[src/rtl/wrf_pkg.sv]
package wrf_pkg;

   localparam int DEF_DATA_W  = 32;
   localparam int DEF_GLOBALS = 10;
   localparam int DEF_LOCALS  = 10;
   localparam int DEF_COMMON  = 6;
   localparam int DEF_WINDOWS = 4;
   localparam int DEF_IDX_W   = 5;

   // Translate a logical register number, seen from window cwp, into a
   // physical register index. Globals are not windowed; everything above
   // them is an offset into the ring of (locals + common) registers per window.
   function automatic int phys_of(int cwp, int idx, int g, int l, int c, int w);
      int ring;
      int sum;
      ring = w * (l + c);
      if (idx < g) return idx;
      sum = cwp * (l + c) + (idx - g);
      if (sum >= ring) sum = sum - ring;
      return g + sum;
   endfunction

endpackage

[src/rtl/wrf_map.sv]
module wrf_map #(
   parameter int GLOBALS = wrf_pkg::DEF_GLOBALS,
   parameter int LOCALS  = wrf_pkg::DEF_LOCALS,
   parameter int COMMON  = wrf_pkg::DEF_COMMON,
   parameter int WINDOWS = wrf_pkg::DEF_WINDOWS,
   parameter int IDX_W   = wrf_pkg::DEF_IDX_W,
   parameter int CWP_W   = 2,
   parameter int PHYS_W  = 7
) (
   input  logic [CWP_W-1:0]  cwp_i,
   input  logic [IDX_W-1:0]  idx_i,
   output logic [PHYS_W-1:0] phys_o
);

   always_comb begin
      phys_o = PHYS_W'(wrf_pkg::phys_of(int'(cwp_i), int'(idx_i),
                                        GLOBALS, LOCALS, COMMON, WINDOWS));
   end

endmodule

[src/rtl/wrf_window_ctrl.sv]
module wrf_window_ctrl #(
   parameter int WINDOWS = wrf_pkg::DEF_WINDOWS,
   parameter int CWP_W   = 2
) (
   input  logic             clk,
   input  logic             rst_n,
   input  logic             call_i,
   input  logic             ret_i,
   output logic [CWP_W-1:0] cwp_o,
   output logic             call_ok_o,
   output logic             ovf_o,
   output logic             unf_o
);

   localparam int NEST_W   = $clog2(WINDOWS);
   localparam int MAX_NEST = WINDOWS - 1;

   logic [CWP_W-1:0]  cwp_q;
   logic [NEST_W-1:0] nest_q;
   logic              call_only, ret_only, at_top, at_bottom, call_ok, ret_ok;

   always_comb begin
      call_only = call_i & ~ret_i;
      ret_only  = ret_i & ~call_i;
      at_top    = (nest_q == NEST_W'(MAX_NEST));
      at_bottom = (nest_q == '0);
      call_ok   = call_only & ~at_top;
      ret_ok    = ret_only & ~at_bottom;
   end

   always_ff @(posedge clk or negedge rst_n) begin
      if (!rst_n) begin
         cwp_q  <= '0;
         nest_q <= '0;
      end else if (call_ok) begin
         cwp_q  <= (cwp_q == CWP_W'(WINDOWS - 1)) ? '0 : cwp_q + 1'b1;
         nest_q <= nest_q + 1'b1;
      end else if (ret_ok) begin
         cwp_q  <= (cwp_q == '0) ? CWP_W'(WINDOWS - 1) : cwp_q - 1'b1;
         nest_q <= nest_q - 1'b1;
      end
   end

   assign cwp_o     = cwp_q;
   assign call_ok_o = call_ok;
   assign ovf_o     = call_only & at_top;
   assign unf_o     = ret_only & at_bottom;


   ovf_hold_chk: assert property (@(posedge clk) disable iff (!rst_n)
      ovf_o |=> $stable(cwp_o));

   unf_hold_chk: assert property (@(posedge clk) disable iff (!rst_n)
      unf_o |=> $stable(cwp_o));

   both_noop_chk: assert property (@(posedge clk) disable iff (!rst_n)
      (call_i && ret_i) |-> !ovf_o && !unf_o);

   call_step_chk: assert property (@(posedge clk) disable iff (!rst_n)
      (call_i && !ret_i && !ovf_o) |=>
         int'(cwp_o) == (int'($past(cwp_o)) + 1) % WINDOWS);

endmodule

[src/rtl/wrf_storage.sv]
module wrf_storage #(
   parameter int DATA_W     = wrf_pkg::DEF_DATA_W,
   parameter int PHYS_N     = 74,
   parameter int PHYS_W     = 7,
   parameter bit RESET_REGS = 1'b1
) (
   input  logic              clk,
   input  logic              rst_n,
   input  logic              we_i,
   input  logic [PHYS_W-1:0] waddr_i,
   input  logic [DATA_W-1:0] wdata_i,
   input  logic [PHYS_W-1:0] raddr_a_i,
   input  logic [PHYS_W-1:0] raddr_b_i,
   output logic [DATA_W-1:0] rdata_a_o,
   output logic [DATA_W-1:0] rdata_b_o
);

   logic [DATA_W-1:0] regs [PHYS_N];

   generate
      if (RESET_REGS) begin : g_rst
         always_ff @(posedge clk or negedge rst_n) begin
            if (!rst_n) begin
               for (int i = 0; i < PHYS_N; i++) regs[i] <= '0;
            end else if (we_i) begin
               regs[waddr_i] <= wdata_i;
            end
         end
      end else begin : g_norst
         always_ff @(posedge clk) begin
            if (we_i) regs[waddr_i] <= wdata_i;
         end
      end
   endgenerate

   assign rdata_a_o = regs[raddr_a_i];
   assign rdata_b_o = regs[raddr_b_i];


   wr_lands_chk: assert property (@(posedge clk) disable iff (!rst_n)
      we_i |=> regs[$past(waddr_i)] == $past(wdata_i));

endmodule

[src/rtl/winreg_file.sv]
module winreg_file #(
   parameter int DATA_W     = wrf_pkg::DEF_DATA_W,
   parameter int GLOBALS    = wrf_pkg::DEF_GLOBALS,
   parameter int LOCALS     = wrf_pkg::DEF_LOCALS,
   parameter int COMMON     = wrf_pkg::DEF_COMMON,
   parameter int WINDOWS    = wrf_pkg::DEF_WINDOWS,
   parameter int IDX_W      = wrf_pkg::DEF_IDX_W,
   parameter bit RESET_REGS = 1'b1,
   localparam int CWP_W     = $clog2(WINDOWS)
) (
   input  logic              clk,
   input  logic              rst_n,
   input  logic              call_i,
   input  logic              ret_i,
   input  logic [IDX_W-1:0]  rd_a_idx,
   output logic [DATA_W-1:0] rd_a_data,
   input  logic [IDX_W-1:0]  rd_b_idx,
   output logic [DATA_W-1:0] rd_b_data,
   input  logic              wr_en,
   input  logic [IDX_W-1:0]  wr_idx,
   input  logic [DATA_W-1:0] wr_data,
   output logic [CWP_W-1:0]  cwp_o,
   output logic              ovf_o,
   output logic              unf_o
);

   localparam int PHYS_N = (LOCALS + COMMON) * WINDOWS + GLOBALS;
   localparam int PHYS_W = $clog2(PHYS_N);
   localparam int VIEW_N = GLOBALS + LOCALS + 2 * COMMON;

   initial begin : param_chk
      assert (VIEW_N == (1 << IDX_W))
         else $fatal(1, "window view must fill the logical index space");
      assert (WINDOWS >= 2) else $fatal(1, "at least two windows needed");
      assert (COMMON >= 1 && LOCALS >= 1) else $fatal(1, "empty window groups");
   end

   logic [CWP_W-1:0]  cwp;
   logic              call_ok;
   logic [PHYS_W-1:0] phys_a, phys_b, phys_w;
   logic [IDX_W-1:0]  idx_port [3];
   logic [PHYS_W-1:0] phys_port [3];

   assign idx_port[0] = rd_a_idx;
   assign idx_port[1] = rd_b_idx;
   assign idx_port[2] = wr_idx;

   wrf_window_ctrl #(.WINDOWS(WINDOWS), .CWP_W(CWP_W)) u_ctrl (
      .clk(clk), .rst_n(rst_n), .call_i(call_i), .ret_i(ret_i),
      .cwp_o(cwp), .call_ok_o(call_ok), .ovf_o(ovf_o), .unf_o(unf_o));

   // One translator per port; all share the pre-edge window pointer, so a
   // write issued with a call lands in the caller's frame.
   for (genvar p = 0; p < 3; p++) begin : g_map
      wrf_map #(.GLOBALS(GLOBALS), .LOCALS(LOCALS), .COMMON(COMMON),
                .WINDOWS(WINDOWS), .IDX_W(IDX_W), .CWP_W(CWP_W),
                .PHYS_W(PHYS_W)) u_map (
         .cwp_i(cwp), .idx_i(idx_port[p]), .phys_o(phys_port[p]));
   end

   assign phys_a = phys_port[0];
   assign phys_b = phys_port[1];
   assign phys_w = phys_port[2];

   wrf_storage #(.DATA_W(DATA_W), .PHYS_N(PHYS_N), .PHYS_W(PHYS_W),
                 .RESET_REGS(RESET_REGS)) u_store (
      .clk(clk), .rst_n(rst_n), .we_i(wr_en), .waddr_i(phys_w),
      .wdata_i(wr_data), .raddr_a_i(phys_a), .raddr_b_i(phys_b),
      .rdata_a_o(rd_a_data), .rdata_b_o(rd_b_data));

   assign cwp_o = cwp;


   glob_ident_chk: assert property (@(posedge clk) disable iff (!rst_n)
      (int'(rd_a_idx) < GLOBALS) |-> int'(phys_a) == int'(rd_a_idx));

   map_range_chk: assert property (@(posedge clk) disable iff (!rst_n)
      int'(phys_w) < PHYS_N && int'(phys_a) < PHYS_N && int'(phys_b) < PHYS_N);

   call_write_chk: assert property (@(posedge clk) disable iff (!rst_n)
      (call_ok && wr_en) |=> $past(cwp) != cwp);

endmodule

[config.mk]
export PLATFORM = sky130hd
export DESIGN_NAME = winreg_file
export DESIGN_NICKNAME = d
export VERILOG_FILES = /design/src/rtl/wrf_pkg.sv /design/src/rtl/wrf_map.sv /design/src/rtl/wrf_window_ctrl.sv /design/src/rtl/wrf_storage.sv /design/src/rtl/winreg_file.sv
export SDC_FILE = /design/constraint.sdc
export NUM_CORES = 2
export LEC_CHECK = 0
export BUFFER_PORTS_ARGS = -buffer_cell sky130_fd_sc_hd__buf_2
export CAP_MARGIN = 10
export CORE_ASPECT_RATIO = 1.25
export CORE_UTILIZATION = 25
export DETAILED_ROUTE_END_ITERATION = 6
export PLACE_DENSITY = 0.46
export SYNTH_ARGS = -nofsm -noshare
export SYNTH_HDL_FRONTEND = slang
export SYNTH_HIERARCHICAL = 1
export SYNTH_SLANG_ARGS = --single-unit
[constraint.sdc]
create_clock -name clk -period 10.33 [get_ports clk]
set_clock_uncertainty 0.05 [all_clocks]
set_input_delay 0 -clock clk [delete_from_list [all_inputs] [get_ports clk]]
set_output_delay 0 -clock clk [all_outputs]
set_load 0.01 [all_outputs]
After elaboration in Yosys (flattened, before gate mapping):

Index checks and enable logic that the tools add are counted.

* $add $sub $neg: 16
* magnitude comparators: 10
* equality and inequality tests: 2
* muxes and demuxes: 30
* bitwise gates (word level): 13
* reduce and logical (&&, ||, !) cells: 4

Operators by type and width (count)
* bitwise mux 2368 bit: 1
* binary-select mux 32 bit (select 7 bit): 2
* demux 32 bit (select 7 bit): 1
* two-way mux 32 bit: 5
* two-way mux 7 bit: 9
* >= comparator 8 bit (second input constant): 6
* adder 7 x 6 -> 8 bit: 3
* NOT 7 -> 8 bit: 3
* adder 5 x 7 -> 7 bit (first input constant): 3
* subtractor 7 bit (second input constant): 3
* subtractor 5 x 4 -> 6 bit (second input constant): 3
* < comparator 5 x 4 -> 1 bit (second input constant): 3
* two-way mux 5 bit: 3
* two-way mux 2 bit: 6
* < comparator 8 x 1 -> 1 bit (second input constant): 1
* bitwise AND 1 bit: 6
* adder 2 x 1 -> 2 bit (second input constant): 2
* == test 2 bit (second input constant): 2
* logical NOT 2 bit: 2
* NOT 1 bit: 4
* subtractor 2 x 1 -> 2 bit (second input constant): 2
* two-way mux 1 bit: 3
* nonzero test 2 bit: 1
* logical AND 1 bit: 1

* flip-flop bits (word level): 2372
* input port bits: 52
* output and inout bits: 68
* logic and storage cells: 151

Depth between registers and ports, before layout:

* depth in word-level cells: 13
* depth in mapped cells: 16
* depth with buffers taken out: 14

Modules after synthesis:

The synthesis kept the hierarchy.

Modules (own cells, without submodules)
* wrf_storage: instances 1, cells an instance 8142, area an instance 125796.9 µm²
* wrf_map: instances 3, cells an instance 34, area an instance 260.2 µm²
* wrf_window_ctrl: instances 1, cells an instance 38, area an instance 355.3 µm²

Least setup slack after synthesis:

No wires, ideal clock.

* path kind: flip-flop to flip-flop
* start: reg u_ctrl.cwp_q[0], in the netlist u_ctrl/cwp_o[0]
* end: reg u_store/regs[100] in the netlist's numbering
* setup time: 0.125 ns
* arrival: 3.383 ns
* setup slack: 6.773 ns
* stages on the path, launching flop included: 11
* clock period less this slack: 3.557 ns
* cells stage by stage: dfrtp_1 > ha_1 > fa_1 > o211ai_1 > or3_1 > a21oi_1 > nand2b_1 > or3_1 > nor2_1 > clkbuf_1 > mux2_2

* longest elaborated chain between the ends: 12

RTL lines
* from (decl): RTL line wrf_window_ctrl.sv:18 `logic [CWP_W-1:0] cwp_q;`
* from (signal assigned): RTL line wrf_window_ctrl.sv:36 `cwp_q <= (cwp_q == CWP_W'(WINDOWS - 1)) ? '0 : cwp_q + 1'b1;`
* from (signal assigned): RTL line wrf_window_ctrl.sv:39 `cwp_q <= (cwp_q == '0) ? CWP_W'(WINDOWS - 1) : cwp_q - 1'b1;`
* adder 7 x 6 -> 8 bit *: RTL line wrf_pkg.sv:18 `sum = cwp * (l + c) + (idx - g);`
* subtractor 7 bit or >= comparator 8 bit (tied branches): RTL line wrf_pkg.sv:19 `if (sum >= ring) sum = sum - ring;`
* two-way mux 7 bit *: RTL line wrf_pkg.sv:19
* two-way mux 7 bit *: RTL line wrf_pkg.sv:18
* adder 5 x 7 -> 7 bit *: RTL line wrf_pkg.sv:20 `return g + sum;`
* two-way mux 7 bit *: RTL line wrf_pkg.sv:18
* net phys_w[6]: RTL line winreg_file.sv:40 `logic [PHYS_W-1:0] phys_a, phys_b, phys_w;`
* NOT 7 -> 8 bit (not written as such) *: RTL line wrf_storage.sv:26 `regs[waddr_i] <= wdata_i;`
* >= comparator 8 bit (not written as such) or < comparator 8 x 1 -> 1 bit (tied branches): RTL line wrf_storage.sv:26
* logical AND 1 bit (not written as such): RTL line wrf_storage.sv:26
* two-way mux 32 bit (not written as such): RTL line wrf_storage.sv:26
* demux 32 bit (select 7 bit) *: RTL line wrf_storage.sv:26
* bitwise mux 2368 bit *: RTL line wrf_storage.sv:26
* to (signal, indexed assignment): RTL line wrf_storage.sv:26
* to (decl): RTL line wrf_storage.sv:18 `logic [DATA_W-1:0] regs [PHYS_N];`

The timed path passes the listed nets; every way through them passes the cells marked *. The select of a mux whose other input is x is not followed.
A chain may end at the register's enable or synchronous reset.

Worst setup path after layout:

* start: reg u_ctrl.cwp_q[1], in the netlist u_ctrl/cwp_o[1]
* end: out rd_a_data[11]

* longest elaborated chain between the ends: 10

RTL lines
* adder 7 x 6 -> 8 bit *: RTL line wrf_pkg.sv:18
* subtractor 7 bit or >= comparator 8 bit (tied branches): RTL line wrf_pkg.sv:19
* two-way mux 7 bit *: RTL line wrf_pkg.sv:19
* two-way mux 7 bit *: RTL line wrf_pkg.sv:18
* adder 5 x 7 -> 7 bit *: RTL line wrf_pkg.sv:20
* two-way mux 7 bit *: RTL line wrf_pkg.sv:18
* net phys_a[6]: RTL line winreg_file.sv:40
* NOT 7 -> 8 bit (not written as such) *: RTL line wrf_storage.sv:36 `assign rdata_a_o = regs[raddr_a_i];`
* binary-select mux 32 bit (select 7 bit) *: RTL line wrf_storage.sv:36
* two-way mux 32 bit (not written as such) * (2 in series): RTL line wrf_storage.sv:36
* to (decl): RTL line winreg_file.sv:16 `output logic [DATA_W-1:0] rd_a_data,`

Marks and branches as above.

==> out/metrics.cfg <==
[worst_setup_path]
path_common_cell=buf_4
start_kind=flop
crit_type=reg2out
critPathBufInv=4
required_ns=10.28
end_kind=primary output
slowest_stage=a22oi_1
cpPeakStageDelay_ns=0.94
crit_path_max_fanout=16
crit_family=compound AO/OA/AOI/OAI gates
path_cells=inv_1 > ha_1 > a21o_1 > o211a_1 > or3_1 > a21oi_4 > buf_4 > or2_2 > nor2_1 > a22oi_1 > buf_4 > o211ai_1 > buf_2
critPathArrivalTime_ns=6.27

[sta]
finalSetupTns_ns=0
grt_setup_unrepaired=false
fmax_mhz=158
holdWs_ns=0.135
worstMarginPinSlew_ns=1.38
fin_ws_ns=4.01
setup_viol_count_final=0
period_share=0.612
slew_viol_final=0
slew_headroom=0.0769
finalHoldViolCount=0
finalWorstPathRequiredPeriod_ns=6.32

[synthesis]
syn_area_mm2=0.127
synth_cells=8281
ys.warnings.count=6
syn_avg_cell_area_um2=15.3
syn_nets=8350

[final_layout]
fillCellCount=50678
nets=8112
multi_input_area_mm2=0.0642
layout_common_cells=2470 x mux2_2, 2372 x dfrtp_1, 1204 x mux4_2
final_cell_area_mm2=0.144
syn_to_final_growth_pct=13.2
drive_gt1_frac=0.555
fin_cells=15020
ff_latch_area_mm2=0.0594
final_common_cell=mux2_2

[clock_tree]
cts_made_buffers=246
cts_max_level=4
cts_root_buf=clkbuf_16
cts_setup_buffers=0
cts.sinks=2372
cts_tree=yes
cts_max_path_buffers=4
clkTransAtPathRegs_ns=0.06
clock_latency_ns=0.94

[place]
placed_area_mm2=0.135
portBuffers=119
place_hpwl_um=318000
place_ws_ns=4.62
dp_cells=14506
gp_congestion=0.844

[routing]
routed_via_density=5.39
ant_nets=0
drcViolationCount=0
wirelength_um=504000
vias=80902
drtPass1Iterations=6
drt_first_iter_violations=6676
wire_per_inst_um=33.6

[die]
num_rows=292
dieWidth_um=639
start_util=0.251
ios=120
die_y_um=799
core-area_mm2=0.506
die_area_mm2=0.511

[grt]
antenna_found_initial=31
grt_pass1_wl_um=707000
grt_pass1_vias=85349
overflow=0
grt_start_max_net_pins=169
grt.total_usage=0.194

[hold_path]
min_path_type=in2reg

[status]
status=finished clean

[job]
max-cap-violations=0

[power_and_ir_drop]
leakagePower_nw=62.1
p_per_area_mw_per_mm2=258
ir_drop_v=0.000149

-- worst paths after layout --
| kind | to | from | slack, ns | depth (start not counted) |
|---|---|---|---|---|
| setup / recovery | rd_a_data[11] | u_ctrl/cwp_o[1] | 4.01 | 13 |
| hold / removal | u_ctrl/cwp_o[0] | ret_i | 0.14 | 5 |
| setup reg to reg | u_store/regs[531] | u_ctrl/cwp_o[1] | 5.06 | 10 |
| hold reg to reg | u_store/regs[1260] | u_store/regs[1260] | 0.47 | 1 |
| max in group asynchronous | u_store/regs[1129] | rst_n | 7.59 | 6 |
| min in group asynchronous | u_store/regs[1715] | rst_n | 0.35 | 4 |
-- report_power, final --
group	internal, W	total (W)	switching, W
registers	0.0126	0.0150	0.00241
clock network	0.00517	0.00924	0.00406
logic	0.00629	0.0129	0.00657
-- tightest hold or removal path: stages --
cell and delay (ns):
dlygate4sd3_1 0.54, buf_2 0.17, nand2b_2 0.15, o21ai_1 0.09
a2bb2oi_1 0.13
-- state kept, by name, indices dropped and copies added (netlist names) --
register and cells:
u_ctrl/nest_q 2, u_store/regs 2368, u_ctrl/cwp_o 2
-- area by class of cell --
class / instances / share of cell area
Multi-Input combinational cell: 4978 / 0.447
Inverter: 23 / 0.000758
Antenna cell: 19 / 0.000331
Clock buffer: 351 / 0.0494
Timing Repair Buffer: 422 / 0.0238
Sequential cell: 2372 / 0.413
Clock inverter: 93 / 0.00688
Tap cell: 6762 / 0.0589
-- layer usage --
layer | GRT usage | part of all wire | vias to the layer above
met5 | 0 | 0.000081 | -
met4 | 0.0959 | 0.057 | 6
met3 | 0.0263 | 0.050 | 954
met2 | 0.326 | 0.49 | 2806
met1 | 0.246 | 0.40 | 45452
li1 | - | - | 31684
-- stage by stage --
| stage | total power (W) | util |
|---|---|---|
| 2_1_floorplan | 0.0222 | - |
| 3_3_place_gp | 0.0273 | 0.267 |
| 3_5_place_dp | 0.0278 | 0.267 |
| 4_1_cts | 0.0372 | 0.284 |
| 5_1_grt | 0.0386 | 0.284 |
| 6_report | 0.0371 | 0.284 |
-- what timing repair did --
action / CTS / global route
endpoints found under the hold margin: 3768 / 0
hold buffers: 51 / 0
endpoints found under the setup margin: 0 / 0
resized for setup: 0 / 0
Power figures use the tool's default switching activity.
